## src/rtl/flash_cmd_seq.sv

```systemverilog
module flash_cmd_seq #(
  parameter int AW         = 19,
  parameter int SETUP      = 2,
  parameter int PULSE      = 3,
  parameter int HOLD       = 2,
  parameter int RD_CYC     = 3,
  parameter int POLL_LIMIT = 64
) (
  input  logic          clk,
  input  logic          rst_n,
  input  logic          req_valid,
  output logic          req_ready,
  input  logic [1:0]    req_op,
  input  logic [AW-1:0] req_addr,
  input  logic [7:0]    req_data,
  output logic          rsp_valid,
  output logic          rsp_timeout,
  output logic [23:0]   rsp_rdata,
  output logic [AW-1:0] f_addr,
  output logic [7:0]    f_dout,
  output logic          f_doe,
  input  logic [7:0]    f_din,
  output logic          f_ce_n,
  output logic          f_we_n,
  output logic          f_oe_n
);

  localparam int T1   = (SETUP > PULSE) ? SETUP : PULSE;
  localparam int T2   = (HOLD > RD_CYC) ? HOLD : RD_CYC;
  localparam int TMAX = (T1 > T2) ? T1 : T2;
  localparam int CW   = $clog2(TMAX + 1);
  localparam int PW   = $clog2(POLL_LIMIT + 1);

  localparam logic [1:0] OP_PROG = 2'd0;
  localparam logic [1:0] OP_LOCK = 2'd2;
  localparam logic [1:0] OP_ID   = 2'd3;

  localparam logic [AW-1:0] A_HI = AW'('h5555);
  localparam logic [AW-1:0] A_LO = AW'('h2AAA);

  typedef enum logic [1:0] {S_IDLE, S_WR, S_RD, S_RSP} st_t;

  st_t           st;
  logic [1:0]    ph;
  logic [CW-1:0] cnt;
  logic [2:0]    step;
  logic [1:0]    op;
  logic [AW-1:0] tgt_a;
  logic [7:0]    tgt_d;
  logic [PW-1:0] poll_cnt;
  logic          prev6, have_prev;
  logic [7:0]    rd_val;
  logic [23:0]   rbuf;
  logic          tmo;

  logic [CW-1:0] ph_len;
  logic [AW-1:0] cur_a;
  logic [7:0]    cur_d;
  logic [2:0]    nwr;
  logic          ph_end, poll_ok, last_poll;

  always_comb begin
    case (ph)
      2'd0:    ph_len = CW'(SETUP);
      2'd1:    ph_len = (st == S_WR) ? CW'(PULSE) : CW'(RD_CYC);
      default: ph_len = (st == S_WR) ? CW'(HOLD) : CW'(1);
    endcase
  end

  always_comb begin
    cur_a = A_HI;
    cur_d = 8'hAA;
    if (st == S_RD) begin
      cur_d = 8'h00;
      if (op == OP_ID)        cur_a = AW'(step - 3'd3);
      else if (op == OP_PROG) cur_a = tgt_a;
      else                    cur_a = '0;
    end else begin
      case (step)
        3'd0: begin cur_a = A_HI; cur_d = 8'hAA; end
        3'd1: begin cur_a = A_LO; cur_d = 8'h55; end
        3'd2: begin
          cur_a = A_HI;
          cur_d = (op == OP_PROG) ? 8'hA0 : (op == OP_ID) ? 8'h90 : 8'h80;
        end
        3'd3: begin
          cur_a = (op == OP_PROG) ? tgt_a : A_HI;
          cur_d = (op == OP_PROG) ? tgt_d : 8'hAA;
        end
        3'd4: begin cur_a = A_LO; cur_d = 8'h55; end
        3'd5: begin cur_a = A_HI; cur_d = (op == OP_LOCK) ? 8'h40 : 8'h10; end
        default: begin cur_a = A_HI; cur_d = 8'hF0; end
      endcase
    end
  end

  assign nwr       = (op == OP_PROG) ? 3'd4 : (op == OP_ID) ? 3'd3 : 3'd6;
  assign ph_end    = (cnt == ph_len - CW'(1));
  assign poll_ok   = (op == OP_PROG) ? (rd_val[7] == tgt_d[7])
                                     : (have_prev && (prev6 == rd_val[6]));
  assign last_poll = (poll_cnt == PW'(POLL_LIMIT - 1));

  assign req_ready   = (st == S_IDLE);
  assign rsp_valid   = (st == S_RSP);
  assign rsp_timeout = tmo;
  assign rsp_rdata   = rbuf;
  assign f_addr      = cur_a;
  assign f_dout      = (st == S_WR) ? cur_d : 8'h00;
  assign f_doe       = (st == S_WR);
  assign f_ce_n      = !(((st == S_WR) || (st == S_RD)) && (ph == 2'd1));
  assign f_we_n      = !((st == S_WR) && (ph == 2'd1));
  assign f_oe_n      = !((st == S_RD) && (ph == 2'd1));

  always_ff @(posedge clk or negedge rst_n) begin
    if (!rst_n) begin
      st        <= S_IDLE;
      ph        <= 2'd0;
      cnt       <= '0;
      step      <= 3'd0;
      op        <= 2'd0;
      tgt_a     <= '0;
      tgt_d     <= 8'h00;
      poll_cnt  <= '0;
      prev6     <= 1'b0;
      have_prev <= 1'b0;
      rd_val    <= 8'h00;
      rbuf      <= 24'h0;
      tmo       <= 1'b0;
    end else begin
      case (st)
        S_IDLE: if (req_valid) begin
          op        <= req_op;
          tgt_a     <= req_addr;
          tgt_d     <= req_data;
          step      <= 3'd0;
          ph        <= 2'd0;
          cnt       <= '0;
          poll_cnt  <= '0;
          have_prev <= 1'b0;
          rbuf      <= 24'h0;
          tmo       <= 1'b0;
          st        <= S_WR;
        end
        S_RSP: st <= S_IDLE;
        default: begin
          if ((st == S_RD) && (ph == 2'd1) && ph_end) rd_val <= f_din;
          if (!ph_end) cnt <= cnt + CW'(1);
          else begin
            cnt <= '0;
            if (ph != 2'd2) ph <= ph + 2'd1;
            else begin
              ph <= 2'd0;
              if (st == S_WR) begin
                if (step == 3'd6) st <= S_RSP;
                else if (step + 3'd1 < nwr) step <= step + 3'd1;
                else begin
                  step <= (op == OP_ID) ? 3'd3 : nwr;
                  st   <= S_RD;
                end
              end else if (op == OP_ID) begin
                case (step)
                  3'd3:    rbuf[7:0]   <= rd_val;
                  3'd4:    rbuf[15:8]  <= rd_val;
                  default: rbuf[23:16] <= rd_val;
                endcase
                if (step == 3'd5) st <= S_WR;
                step <= step + 3'd1;
              end else begin
                rbuf      <= {16'h0, rd_val};
                prev6     <= rd_val[6];
                have_prev <= 1'b1;
                if (poll_ok) st <= S_RSP;
                else if (last_poll) begin
                  tmo <= 1'b1;
                  st  <= S_RSP;
                end else poll_cnt <= poll_cnt + PW'(1);
              end
            end
          end
        end
      endcase
    end
  end

endmodule

```

## config.mk

```make
export PLATFORM = sky130hd
export DESIGN_NAME = flash_cmd_seq
export DESIGN_NICKNAME = d
export VERILOG_FILES = /design/src/rtl/flash_cmd_seq.sv
export SDC_FILE = /design/constraint.sdc
export NUM_CORES = 1
export LEC_CHECK = 0
export BUFFER_PORTS_ARGS = -buffer_cell sky130_fd_sc_hd__buf_2
export CORE_ASPECT_RATIO = 0.5
export CORE_MARGIN = 10
export CORE_UTILIZATION = 40
export CTS_BUF_LIST = sky130_fd_sc_hd__clkbuf_16
export CTS_CLUSTER_DIAMETER = 200
export DETAILED_ROUTE_END_ITERATION = 10
export HOLD_SLACK_MARGIN = 0.03
export RECOVER_POWER = 100
export SLEW_MARGIN = 15
export SYNTH_ARGS = -nofsm -noshare
export SYNTH_HDL_FRONTEND = slang
export SYNTH_SLANG_ARGS = --single-unit
```

## constraint.sdc

```tcl
create_clock -name clk -period 4.23 [get_ports clk]
set_input_delay 0.2115 -clock clk [delete_from_list [all_inputs] [get_ports clk]]
set_output_delay 0.2115 -clock clk [all_outputs]
set_load 0.02 [all_outputs]
```

# Word-level counts from Yosys, hierarchy flattened
# Index checks and enable logic that the tools add are counted.
# word_totals
reg_bits	80
inputBits	40
output_inout_bits	58
word_cells	164
# classes
addsub	6
magnitude_cmp	1
n_eq_ne	30
n_mux	73
n_bitwise	5
n_reduce_logical	34
# ops
op	count
2-to-1 mux 24 bit	5
2-to-1 mux 19 bit	4
2-to-1 mux 7 bit	8
2-to-1 mux 8 bit	6
one-hot mux 24 bit (2 select lines)	1
one-hot mux 8 bit (5 select lines)	1
one-hot mux 19 bit (2 select lines)	1
AND reduction 6 bit	6
2-to-1 mux 2 bit	15
2-to-1 mux 3 bit	10
one-hot mux 2 bit (2 select lines)	4
AND reduction 8 bit	2
inequality test 2 bit (second input constant)	7
one-hot mux 7 bit (2 select lines)	1
2-to-1 mux 1 bit	12
equality test 3 bit (second input constant)	3
inequality test 3 bit (second input constant)	3
equality test 2 bit (second input constant)	4
adder 7 x 1 -> 7 bit (second input constant)	1
equality test 7 x 6 -> 1 bit (second input constant)	1
equality test 3 x 2 -> 1 bit (second input constant)	2
logical NOT 2 bit	3
2-to-1 mux 6 bit	1
inequality test 3 x 2 -> 1 bit (second input constant)	2
26 further kinds	46

# Longest topological paths before layout
# Gate-level depths: netlist (run 1).
# depth
depth_word	10
depth_mapped	9

# Worst setup path after synthesis (run 1)
# Ideal clock, no wire load.
# synth_path
path_type	reg-to-output
start	reg step[2]
end	out f_dout[4]
arrival_ns	2.113
required_time_ns	4.018
slack_ns	1.905
stages_incl_launch_ff	10
n_path_buf	4
path_cell_list	dfrtp_1 > clkbuf_1 > inv_1 > ha_1 > clkbuf_1 > and2_0 > clkbuf_1 > clkbuf_1 > nand2_1 > a31oi_1
# synth_between
elab_chain_len	5
elab_cells_between_ends	10
cone_classes	eq/ne (5); mux (3); reduce/logical (2)
# synth_rtl
element	line_no	text
start: declaration	46	logic [2:0] step;
start signal: assignment	155	else if (step + 3'd1 < nwr) step <= step + 3'd1;
start signal: assignment	157	step <= (op == OP_ID) ? 3'd3 : nwr;
start signal: assignment	167	step <= step + 3'd1;
equality test 3 bit or equality test 3 x 1 -> 1 bit (tied branches)	79	case (step)
OR reduction 2 bit (no line)	n/a	
one-hot mux 8 bit (5 select lines) *	79	
2-to-1 mux 8 bit *	73	if (st == S_RD) begin
2-to-1 mux 8 bit *	108	assign f_dout = (st == S_WR) ? cur_d : 8'h00;
end: declaration	20	output logic [7:0] f_dout,
# Every way passes the cells marked *; elsewhere a longest branch is shown, timed or not.

# Final worst setup path (run 1)
# layout_path
start	reg st[1]
end	reg rd_val[4]
# layout_between
elab_chain_len	7
elab_cells_between_ends	13
cone_classes	add/sub (1); eq/ne (4); mux (2); bitwise (1); reduce/logical (5)
# layout_rtl
element	line_no	text
start: declaration	43	st_t st;
start signal: assignment	116	st <= S_IDLE;
start signal: assignment	142	st <= S_WR;
start signal: assignment	144	S_RSP: st <= S_IDLE;
equality test 2 x 1 -> 1 bit	66	default: ph_len = (st == S_WR) ? CW'(HOLD) : CW'(1);
2-to-1 mux 2 bit	66	
one-hot mux 2 bit (2 select lines)	63	case (ph)
subtractor 2 x 1 -> 2 bit	98	assign ph_end = (cnt == ph_len - CW'(1));
equality test 2 bit	98	
logical AND 1 bit	146	if ((st == S_RD) && (ph == 2'd1) && ph_end) rd_val <= f_din;
AND reduction 2 bit (no line) *	n/a	
end signal: assignment	146	
end: declaration	52	logic [7:0] rd_val;
# Marked as above.
# A chain may end at the register's enable or synchronous reset.

==> summary.txt, run 1 <==
status - finished, violations left
failing checks - capacitance limit, slew limit
clock buffer depth - 2
Worst path slowest cell - ha_1
DRC - 0
clock tree sinks - 80
grt met2 use - 23.3%
commonest non-fill, non-tap cell in the layout - dfrtp_1
total track usage - 14.6%
internal power - 1540 µW
Post-Syn Nets - 488
Syn Inst Count - 436
Setup Viol. Count Final - 0
largest area contributor in the netlist - dfrtp_1
Worst R2R Path Depth - 7
CORE AREA - 0.0109 mm²
area grow syn2layout - 18.3%
gr busiest metal - met2
Switching Fraction - 34.7%
largest net degree at the start of global routing - 81
number of global-route vias before repair - 3,706
die area - 0.0160 mm²
critical setup path kind - flip-flop to flip-flop
initial core utilization - 40.6%
Slew headroom - -34.1%
minimum clock period after layout - 3.21 ns
top area cells in the synthesized netlist - dfrtp_1, mux2_2, a21oi_1
Crit path required time - 4.46 ns
Psw - 819 µW
Period Utilization, post-route - 75.9%
hold crit path type - input port to flip-flop
initial antenna violation count - 0
Worst-Margin Slew - 2.01 ns
Pleak - 0.00229 µW
commonest non-fill, non-tap cells in the layout - dfrtp_1, mux2_2, clkbuf_1
hpwl dp - 8.36 mm
CP max stage delay - 0.63 ns
Skew-Pair Late Insertion Delay - 0.35 ns
post-synth top area share - 45.1%
met1 track demand over resource - 18.8%
power share of the clock group - 34.5%
# diodes - 0
Final Skew - 0.00850 ns
#FFs+latches synth - 80
CTS tree - built
Vias/cell - 5.43
routability cong. - 0.877
Critical R2R Capture - rd_val[4]
die width - 169 µm
CTS clk-pin slew, worst paths - 0.07 ns
Peak VDD IR - 0.000197 V
Layout Utilization - 48.1%
setup repair after global routing missed its margin - false
# port buffers - 97
CP endpoint kind - flip-flop
register-to-register setup slack - 1.02 ns
nature of the critical path startpoint - flip-flop
final hold viol count - 0
Max-Cap Viols - 1
DIE HEIGHT - 94.5 µm
row count - 27
TNS Setup - 0 ns
DR iter-0 viols - 211
Comb power frac - 27.8%
sequential fraction of the synthesis area - 45.1%
GR Overflow Total - 0
worst r2r src - st[1]
Unique masters post-synth - 52
IO Pins - 98
H-tree levels - 3
CP bufs+invs - 1
EDFF count, synth - 0
Synth warnings - 0
Avg Cell Area, Syn - 10.2 µm²
Post-Route WL - 11.8 mm
post-cts sizing count - 0
Post-synth ARST share - 100%
drt pass-1 iters - 5
Critical Path Fanout Max - 20
GRT met3 Usage - 4.85%
fin. max-slew vios - 81
Synth Cell Area - 0.00443 mm²
Vias - 3,640
power share of the sequential group - 37.7%
Root Buffer - clkbuf_16
cts bufs inserted - 9
nets - 572
wire length per cell - 17.6 µm
hold_sp - req_op[0]
fillers - 1,073
crit path DAT - 3.44 ns
Hold Path Cell Cnt - 3
Hold Path End - op[0]
layout cells sized above 1 - 24.4%
first-pass GRT wire length - 19.0 mm
fmax - 312 MHz
Final ANT Viol Nets - 0
CP delay by family, top - adder cells
buffer count from post-CTS setup fixing - 0
power per cell area - 450 mW/mm²
crit path cell chain - inv_1 > ha_1 > xnor2_1 > a22oi_1 > o21ai_0 > nand4_1 > mux2_2
hold_buf cts - 0
dominant synthesized flop cell - dfrtp_1
-- worst register-to-register path: stages, from the launching register on --
cell and delay (ns):
dfrtp_1 0.46, inv_1 0.13, ha_1 0.63, xnor2_1 0.28, a22oi_1 0.14, o21ai_0 0.48, nand4_1 0.53, mux2_2 0.45
-- logic make-up (layout without fill, tap and decap cells) --
| logic type | Yosys count | in the layout | share of synthesized area [%] |
|---|---|---|---|
| AOI/OAI and AO/OA | 127 | 127 | 18.2 |
| and+or+nand+nor | 106 | 106 | 12.8 |
| DFF | 80 | 80 | 45.1 |
| muxes | 63 | 63 | 15.9 |
| buffers and inverters | 45 | 134 | 3.98 |
| adders and majority gates | 12 | 12 | 3.39 |
| xor gates and xnor gates | 3 | 3 | 0.593 |
-- through the flow --
stage	instance area, µm²	power [µW]	setup slack, ns	hold WS [ns]	instances
2_1_floorplan	4430	1370	1.91	-0.0841	436
3_3_place_gp	5030	1570	1.55	0.424	654
3_5_place_dp	5030	1580	1.42	0.432	654
4_1_cts	5340	2400	1.24	0.0774	670
5_1_grt	5250	2490	0.763	0.0766	670
6_report	5250	2360	1.02	0.0829	670
-- cell type report --
| type | instances | area (µm²) | share of cell area (%) |
|---|---|---|---|
| Multi-Input combinational cell | 311 | 2250 | 42.8 |
| Sequential cell | 80 | 2000 | 38.2 |
| Inverter | 16 | 60.1 | 1.14 |
| Clock inverter | 7 | 82.6 | 1.57 |
| Clock buffer | 9 | 225 | 4.29 |
| Timing Repair Buffer | 102 | 449 | 8.56 |
| Tap cell | 145 | 181 | 3.46 |
-- power groups by stage --
stage / sequential [µW] / clock, µW / combinational [µW]
finish: 890 / 813 / 656
global route: 900 / 868 / 726
CTS: 889 / 832 / 684
detailed placement: 903 / 0 / 681
global placement: 900 / 0 / 674
floorplan: 909 / 0 / 460
-- sequential cells by signal (all words and copies together) (netlist names), 2 cells and up --
| name | cells |
|---|---|
| op | 2 |
| step | 3 |
| rsp_rdata | 24 |
| poll_cnt | 7 |
| tgt_d | 8 |
| rd_val | 8 |
| ph | 2 |
| cnt | 2 |
| tgt_a | 19 |
| st | 2 |
-- per-layer routing --
metal	vias to the layer above	part of all wire, %
li1	1769	-
met1	1772	47
met2	90	46
met3	9	6.0
met4	0	0.93
met5	-	0
-- worst max path at each step --
stage	startpoint	to	slack, ns	cells after the start
floorplan	step[2]	f_dout[4]	1.91	9
global placement	st[1]	poll_cnt[2]	1.55	8
detailed placement	st[1]	poll_cnt[2]	1.42	7
CTS	step[2]	f_addr[1]	1.24	6
global route	st[1]	rd_val[0]	0.76	7
finish	st[1]	rd_val[4]	1.02	7
-- synthesized netlist by cell type (2+ instances only) --
library cell / count
inv_1: 16
clkbuf_1: 23
mux2_2: 60
dfrtp_1: 80
nand2b_1: 3
and3_1: 11
o211ai_1: 9
a211o_1: 3
nand4_1: 3
a21oi_1: 41
and2_1: 5
a21o_1: 2
or2_2: 3
mux2i_1: 3
o21ai_0: 29
buf_2: 5
nor4_1: 5
o31ai_1: 7
a22o_1: 2
ha_1: 12
nor3_1: 5
nor2_1: 15
o22ai_1: 2
a211oi_1: 8
nor2b_1: 11
o41ai_1: 2
o21a_1: 2
a31oi_1: 4
a22oi_1: 2
nand2_1: 29
o31a_1: 2
xor2_1: 2
or4_1: 2
a311o_1: 4
or3_1: 2
nand3_1: 6
Note: power is estimated with default switching activity, not from simulation.
==> inputs of run 2 (changes only) <==
==> constraint.sdc (replaced) <==
create_clock -name clk -period 2.6 [get_ports clk]
set_input_delay 0.13 -clock clk [delete_from_list [all_inputs] [get_ports clk]]
set_output_delay 0.13 -clock clk [all_outputs]
set_load 0.02 [all_outputs]
==> run 2 against run 1 <==
  * The run now ends clean
  * Cell count increased by 7.5%
  * Clock skew hardly changed
  * Critical path depth unchanged
  * Via count grew 4.2%
  * Core utilization is 4.4 points higher
  * Worst hold slack got worse by 0.059 ns
  * Worst setup slack lost 0.85 ns
  * Critical path type is now flip-flop to primary output
  * Critical endpoint is now f_dout[6]
==> summary.txt, run 2 (synthesized netlist as in run 1, its figures left out) <==
met2 routed WL - 5.52 mm (+1.8%)
drt pass-1 iters - 5 (unchanged)
TNS Setup - 0 ns (unchanged)
minimum clock period after layout - 2.43 ns
CTS clk-pin slew, worst paths - 0.06 ns (about the same)
nature of the critical path startpoint - flip-flop
internal power - 2580 µW (+68%)
area grow syn2layout - 29.3%
crit path DAT - 2.30 ns (-1.14 ns)
clock tree sinks - 80 (unchanged)
largest net degree at the start of global routing - 54 (-33%)
fmax - 411 MHz
Post-Route WL - 12.0 mm (+1.8%)
Worst-Margin Slew - 1.34 ns (-0.669 ns)
total track usage - 14.9% (+0.24 points)
Final Skew - 0.00851 ns (+0.0000157 ns)
wire length per cell - 16.7 µm (-5.3%)
DRC - 0 (unchanged)
power per cell area - 685 mW/mm² (+52%)
number of global-route vias before repair - 3,918 (+5.7%)
Pleak - 0.00256 µW (+12%)
layout cells sized above 1 - 27.8% (+3.4 points)
commonest non-fill, non-tap cell in the layout - dfrtp_1
first-pass GRT wire length - 19.5 mm (+2.8%)
fin. max-slew vios - 0 (-100%)
Max-Cap Viols - 0 (-1)
hold crit path type - input port to flip-flop
CP endpoint kind - primary output
DR WL met3 - 648 µm (-9.4%)
CP max stage delay - 0.52 ns (-0.11 ns)
dpl ws - 0.287 ns (-1.14 ns)
DR top layer - met4
clock buffer depth - 2 (unchanged)
status - completed
Slew headroom - 10.6% (+45 points)
nets - 622 (+8.7%)
DRT met1 WL - 5.77 mm (+3.4%)
Critical Path Fanout Max - 10 (-50%)
row count - 27 (unchanged)
routability cong. - 0.792 (-9.7%)
Peak VDD IR - 0.000303 V (+54%)
CP bufs+invs - 2 (+1)
crit path cell chain - inv_1 > ha_2 > nor3_1 > o21ai_0 > nor2b_1 > a21oi_1 > buf_2
Worst path slowest cell - dfrtp_1
Vias - 3,794 (+4.2%)
die width - 169 µm (unchanged)
DIE HEIGHT - 94.5 µm (unchanged)
# port buffers - 97 (unchanged)
Root Buffer - clkbuf_16
power share of the sequential group - 36.8% (-0.9 points)
CTS tree - built
Setup Viol. Count Final - 0 (unchanged)
setup repair after global routing missed its margin - false
critical setup path kind - flip-flop to primary output
initial antenna violation count - 0 (unchanged)
Setup WS post-layout - 0.169 ns (-0.851 ns)
CORE AREA - 0.0109 mm² (unchanged)
cts bufs inserted - 9 (unchanged)
Comb power frac - 29.6% (+1.8 points)
H-tree levels - 3 (unchanged)
Skew-Pair Late Insertion Delay - 0.34 ns (about the same)
IO Pins - 98 (unchanged)
hpwl dp - 8.42 mm (+0.70%)
initial core utilization - 40.6% (unchanged)
die area - 0.0160 mm² (unchanged)
DR iter-0 viols - 229 (+8.5%)
Switching Fraction - 34.3% (-0.45 points)
Psw - 1340 µW (+64%)
final hold viol count - 0 (unchanged)
Crit path required time - 2.47 ns (-1.99 ns)
commonest non-fill, non-tap cells in the layout - dfrtp_1, mux2_2, buf_2
# diodes - 0 (unchanged)
max reg flops - 24 (unchanged)
CP delay by family, top - flip-flops
GR Overflow Total - 0 (unchanged)
Period Utilization, post-route - 93.5%
power share of the clock group - 33.6% (-0.9 points)
Tot Pwr - 3930 µW (+66%)
Vias/cell - 5.27 (-3.0%)
Final ANT Viol Nets - 0 (unchanged)
[run 2: layer usage]
metal	vias to the layer above	global-route usage [%]
li1	1867	-
met1	1837	18.8
met2	79	24.2
met3	11	4.77
met4	0	4.25
met5	-	0
[run 2: per-stage QoR]
step | instances | cell area, µm² | utilization [%] | hold WS, ns
final | 720 | 5730 | 52.5 | 0.0243
after global routing | 720 | 5730 | 52.5 | 0.0307
after CTS | 719 | 5810 | 53.2 | 0.0317
after detailed placement | 668 | 5150 | 47.2 | 0.231
after global placement | 668 | 5150 | 47.2 | 0.232
after floorplan | 436 | 4430 | - | -0.166
[run 2: what timing repair did]
| action | CTS | global route |
|---|---|---|
| buffers inserted | 0 | 1 |
| gates resized for setup | 0 | 2 |
| hold endpoints to repair | 86 | 0 |
| hold buffers | 35 | 0 |
| setup endpoints to repair | 0 | 12 |
[run 2: area by class of cell]
type / instances / area [µm²]
repair buffers: 152 / 915
well taps: 145 / 181
clock inverters: 7 / 83.8
fillers: 1014 / 5180
inverters: 16 / 60.1
clock buffers: 9 / 225
multi-input cells: 311 / 2260
flip-flops and latches: 80 / 2000
[run 2: worst paths after layout]
path / start / to / slack, ns / cells past startpoint
max: step[2] / f_dout[6] / 0.17 / 7
min: req_op[1] / op[1] / 0.02 / 3
max reg2reg: st[0] / rsp_rdata[23] / 0.22 / 7
min reg2reg: rsp_rdata[11] / rsp_rdata[11] / 0.50 / 1
max in group asynchronous: rst_n / tgt_d[4] / 0.57 / 3
min in group asynchronous: rst_n / rsp_rdata[11] / 0.63 / 2
[run 2: power groups by stage]
stage / sequential [µW] / combinational [µW] / clock (µW)
after floorplan: 1480 / 749 / 0
after global placement: 1460 / 1150 / 0
after detailed placement: 1460 / 1150 / 0
after CTS: 1440 / 1200 / 1360
after global routing: 1460 / 1290 / 1420
final: 1440 / 1160 / 1320
[run 2: worst register-to-register path: cells and delay by family, from the launching register on]
kind,cells,cell delay (ns)
DFF,1,0.43
adders and majority gates,1,0.25
muxes,1,0.41
and+or+nand+nor,2,0.45
AOI/OAI and AO/OA,2,0.59
buffers and inverters,1,0.15
==> inputs of run 3 (changes only) <==
--- a/config.mk
+++ b/config.mk
@@ -5,14 +5,15 @@
 export SDC_FILE = /design/constraint.sdc
 export NUM_CORES = 1
 export LEC_CHECK = 0
-export BUFFER_PORTS_ARGS = -buffer_cell sky130_fd_sc_hd__buf_2
+export BUFFER_PORTS_ARGS = -buffer_cell sky130_fd_sc_hd__buf_4
 export CORE_ASPECT_RATIO = 0.5
 export CORE_MARGIN = 10
-export CORE_UTILIZATION = 40
+export CORE_UTILIZATION = 45
 export CTS_BUF_LIST = sky130_fd_sc_hd__clkbuf_16
 export CTS_CLUSTER_DIAMETER = 200
 export DETAILED_ROUTE_END_ITERATION = 10
 export HOLD_SLACK_MARGIN = 0.03
+export PLACE_DENSITY = 0.71
 export RECOVER_POWER = 100
 export SLEW_MARGIN = 15
 export SYNTH_ARGS = -nofsm -noshare
==> run 3 against run 2 <==
  * Clock power is 3% higher
  * Register-to-register slack lost 0.03 ns
  * Critical path depth unchanged
  * Cell count fell by 1.5%
  * Routed wire length up 0.53%
  * Flip-flop and latch count did not move
  * Global-route usage up 2.2 points
  * Cell area grew 2.3%
  * First-iteration DRC count is 6.6% lower
  * Clock skew decreased by 0.0017 ns
  * Sequential share of layout area fell by 0.78 points
  * Clock-buffer cell count stayed put
  * Critical path type is now flip-flop to flip-flop
  * Largest power group unchanged
==> summary.txt, run 3 (synthesized netlist as in run 1, its figures left out) <==
status - completed
max reg flops - 24 (unchanged)
Switching Fraction - 32.9% (-1.4 points)
die width - 160 µm (-5.0%)
Period Utilization, post-route - 92.7% (-0.76 points)
Setup Viol. Count Final - 0 (unchanged)
CP endpoint - rd_val[0]
Worst R2R Path Depth - 7 (unchanged)
worst r2r src - st[1]
Crit path required time - 2.82 ns (+0.35 ns)
Worst path depth - 7 (unchanged)
nets - 621 (-0.16%)
minimum clock period after layout - 2.41 ns (-0.0198 ns)
number of global-route vias before repair - 4,032 (+2.9%)
Final ANT Viol Nets - 0 (unchanged)
CTS clk-pin slew, worst paths - 0.06 ns (about the same)
# diodes - 0 (unchanged)
fin. max-slew vios - 0 (unchanged)
TNS Setup - 0 ns (unchanged)
Max-Cap Viols - 0 (unchanged)
cts bufs inserted - 9 (unchanged)
GR Overflow Total - 0 (unchanged)
wire length per cell - 17.1 µm (+2.1%)
Critical R2R Capture - rd_val[0]
clock buffer depth - 2 (unchanged)
Psw - 1320 µW (-1.9%)
DRT met1 WL - 5.55 mm (-3.8%)
largest net degree at the start of global routing - 81 (+50%)
die area - 0.0145 mm² (-9.3%)
CORE AREA - 0.00951 mm² (-13%)
layout cells sized above 1 - 29.6% (+1.8 points)
Worst-Margin Slew - 1.01 ns (-0.332 ns)
total track usage - 17.1% (+2.2 points)
Critical Path Fanout Max - 8 (-2)
nature of the critical path startpoint - flip-flop
hpwl dp - 8.31 mm (-1.3%)
placed insts - 656 (-1.8%)
DIE HEIGHT - 90.2 µm (-4.5%)
fillers - 832 (-18%)
row count - 25 (-7.4%)
Setup WS post-layout - 0.189 ns (+0.0198 ns)
Root Buffer - clkbuf_16
critical setup path kind - flip-flop to flip-flop
CP bufs+invs - 1 (-1)
CP max stage delay - 0.47 ns (-0.05 ns)
drt pass-1 iters - 4 (-1)
crit path from - st[1]
routability cong. - 0.849 (+7.2%)
Worst path slowest cell - dfrtp_1
commonest non-fill, non-tap cells in the layout - dfrtp_1, buf_4, mux2_2
power share of the sequential group - 36.1% (-0.7 points)
Comb power frac - 29.9% (+0.3 points)
power per cell area - 685 mW/mm² (about the same)
Vias - 3,884 (+2.4%)
fmax - 415 MHz (+0.82%)
IO Pins - 98 (unchanged)
setup repair after global routing missed its margin - false
Tot Pwr - 4020 µW (+2.3%)
Post-Route WL - 12.1 mm (+0.53%)
Pleak - 0.00265 µW (+3.5%)
DR top layer - met4
area grow syn2layout - 32.2%
initial antenna violation count - 0 (unchanged)
first-pass GRT wire length - 20.7 mm (+5.9%)
crit path DAT - 2.63 ns (+0.33 ns)
crit path cell chain - inv_1 > ha_1 > xnor2_1 > a22oi_1 > o21ai_2 > nand4_2 > mux2_2
dpl ws - 0.230 ns (-0.0566 ns)
CP endpoint kind - flip-flop
Slew headroom - 32.7% (+22 points)
CP delay by family, top - flip-flops
initial core utilization - 46.6% (+6.0 points)
Non-Filler Instances - 709 (-1.5%)
Peak VDD IR - 0.000419 V (+38%)
DRC - 0 (unchanged)
final hold viol count - 0 (unchanged)
# port buffers - 97 (unchanged)
power share of the clock group - 34.0% (+0.4 points)
CTS tree - built
Vias/cell - 5.48 (+4.0%)
commonest non-fill, non-tap cell in the layout - dfrtp_1
hold crit path type - input port to flip-flop
H-tree levels - 3 (unchanged)
DR WL met3 - 775 µm (+20%)
register-to-register setup slack - 0.19 ns (-0.03 ns)
DR iter-0 viols - 214 (-6.6%)
Skew-Pair Late Insertion Delay - 0.34 ns (about the same)
met2 routed WL - 5.68 mm (+2.9%)
Final Skew - 0.00683 ns (-0.00168 ns)
clock tree sinks - 80 (unchanged)
internal power - 2700 µW (+4.5%)
## run 3: cell types whose count changed in the layout (fill, tap and decap cells not counted), sizes merged
cell and change:
inv -3, clkbuf -5, dlygate4sd3 +1, bufinv +1, clkinv +2, buf +3
## run 3: repair_timing
item | CTS | global route
gates resized for setup | 0 | 2
endpoints found under the hold margin | 79 | 1
hold buffers | 35 | 1
buffers inserted | 0 | 1
setup endpoints to repair | 0 | 9
## run 3: worst min path at each step
| stage | to | startpoint | cells after the start |
|---|---|---|---|
| after detailed placement | op[1] | req_op[1] | 3 |
| after global placement | op[0] | req_op[0] | 3 |
| after global routing | tgt_a[6] | req_addr[6] | 2 |
| after CTS | tgt_a[6] | req_addr[6] | 2 |
| after floorplan | cnt[0] | rst_n | 0 |
| final | tgt_a[6] | req_addr[6] | 2 |
## run 3: power by group through the flow
stage               Clock [µW]  Combinational, µW  Sequential, µW
floorplan                    0                749            1480
global placement             0               1200            1470
detailed placement           0               1220            1470
CTS                       1380               1270            1450
global route              1450               1330            1470
finish                    1360               1200            1450
## run 3: routing by layer
layer / track usage [%] / vias up
li1: - / 1876
met4: 3.65 / 0
met3: 5.87 / 7
met5: 0 / -
met2: 27.2 / 94
met1: 21.9 / 1907
## run 3: metrics by stage
| step | util, % | hold WS (ns) | area (µm²) |
|---|---|---|---|
| after global routing | 61.7 | 0.0402 | 5860 |
| after global placement | 56.2 | 0.347 | 5350 |
| after detailed placement | 56.2 | 0.346 | 5350 |
| final | 61.7 | 0.0327 | 5860 |
| after floorplan | - | -0.166 | 4430 |
| after CTS | 63.3 | 0.0317 | 6020 |
## run 3: cell type report
| cell class | instances | area, µm² | share of cell area, % |
|---|---|---|---|
| Multi-Input combinational cell | 311 | 2260 | 38.5 |
| Sequential cell | 80 | 2000 | 34.2 |
| Timing Repair Buffer | 151 | 1050 | 17.9 |
| Clock buffer | 9 | 225 | 3.84 |
| Tap cell | 135 | 169 | 2.88 |
| Clock inverter | 7 | 97.6 | 1.66 |
| Inverter | 16 | 60.1 | 1.02 |
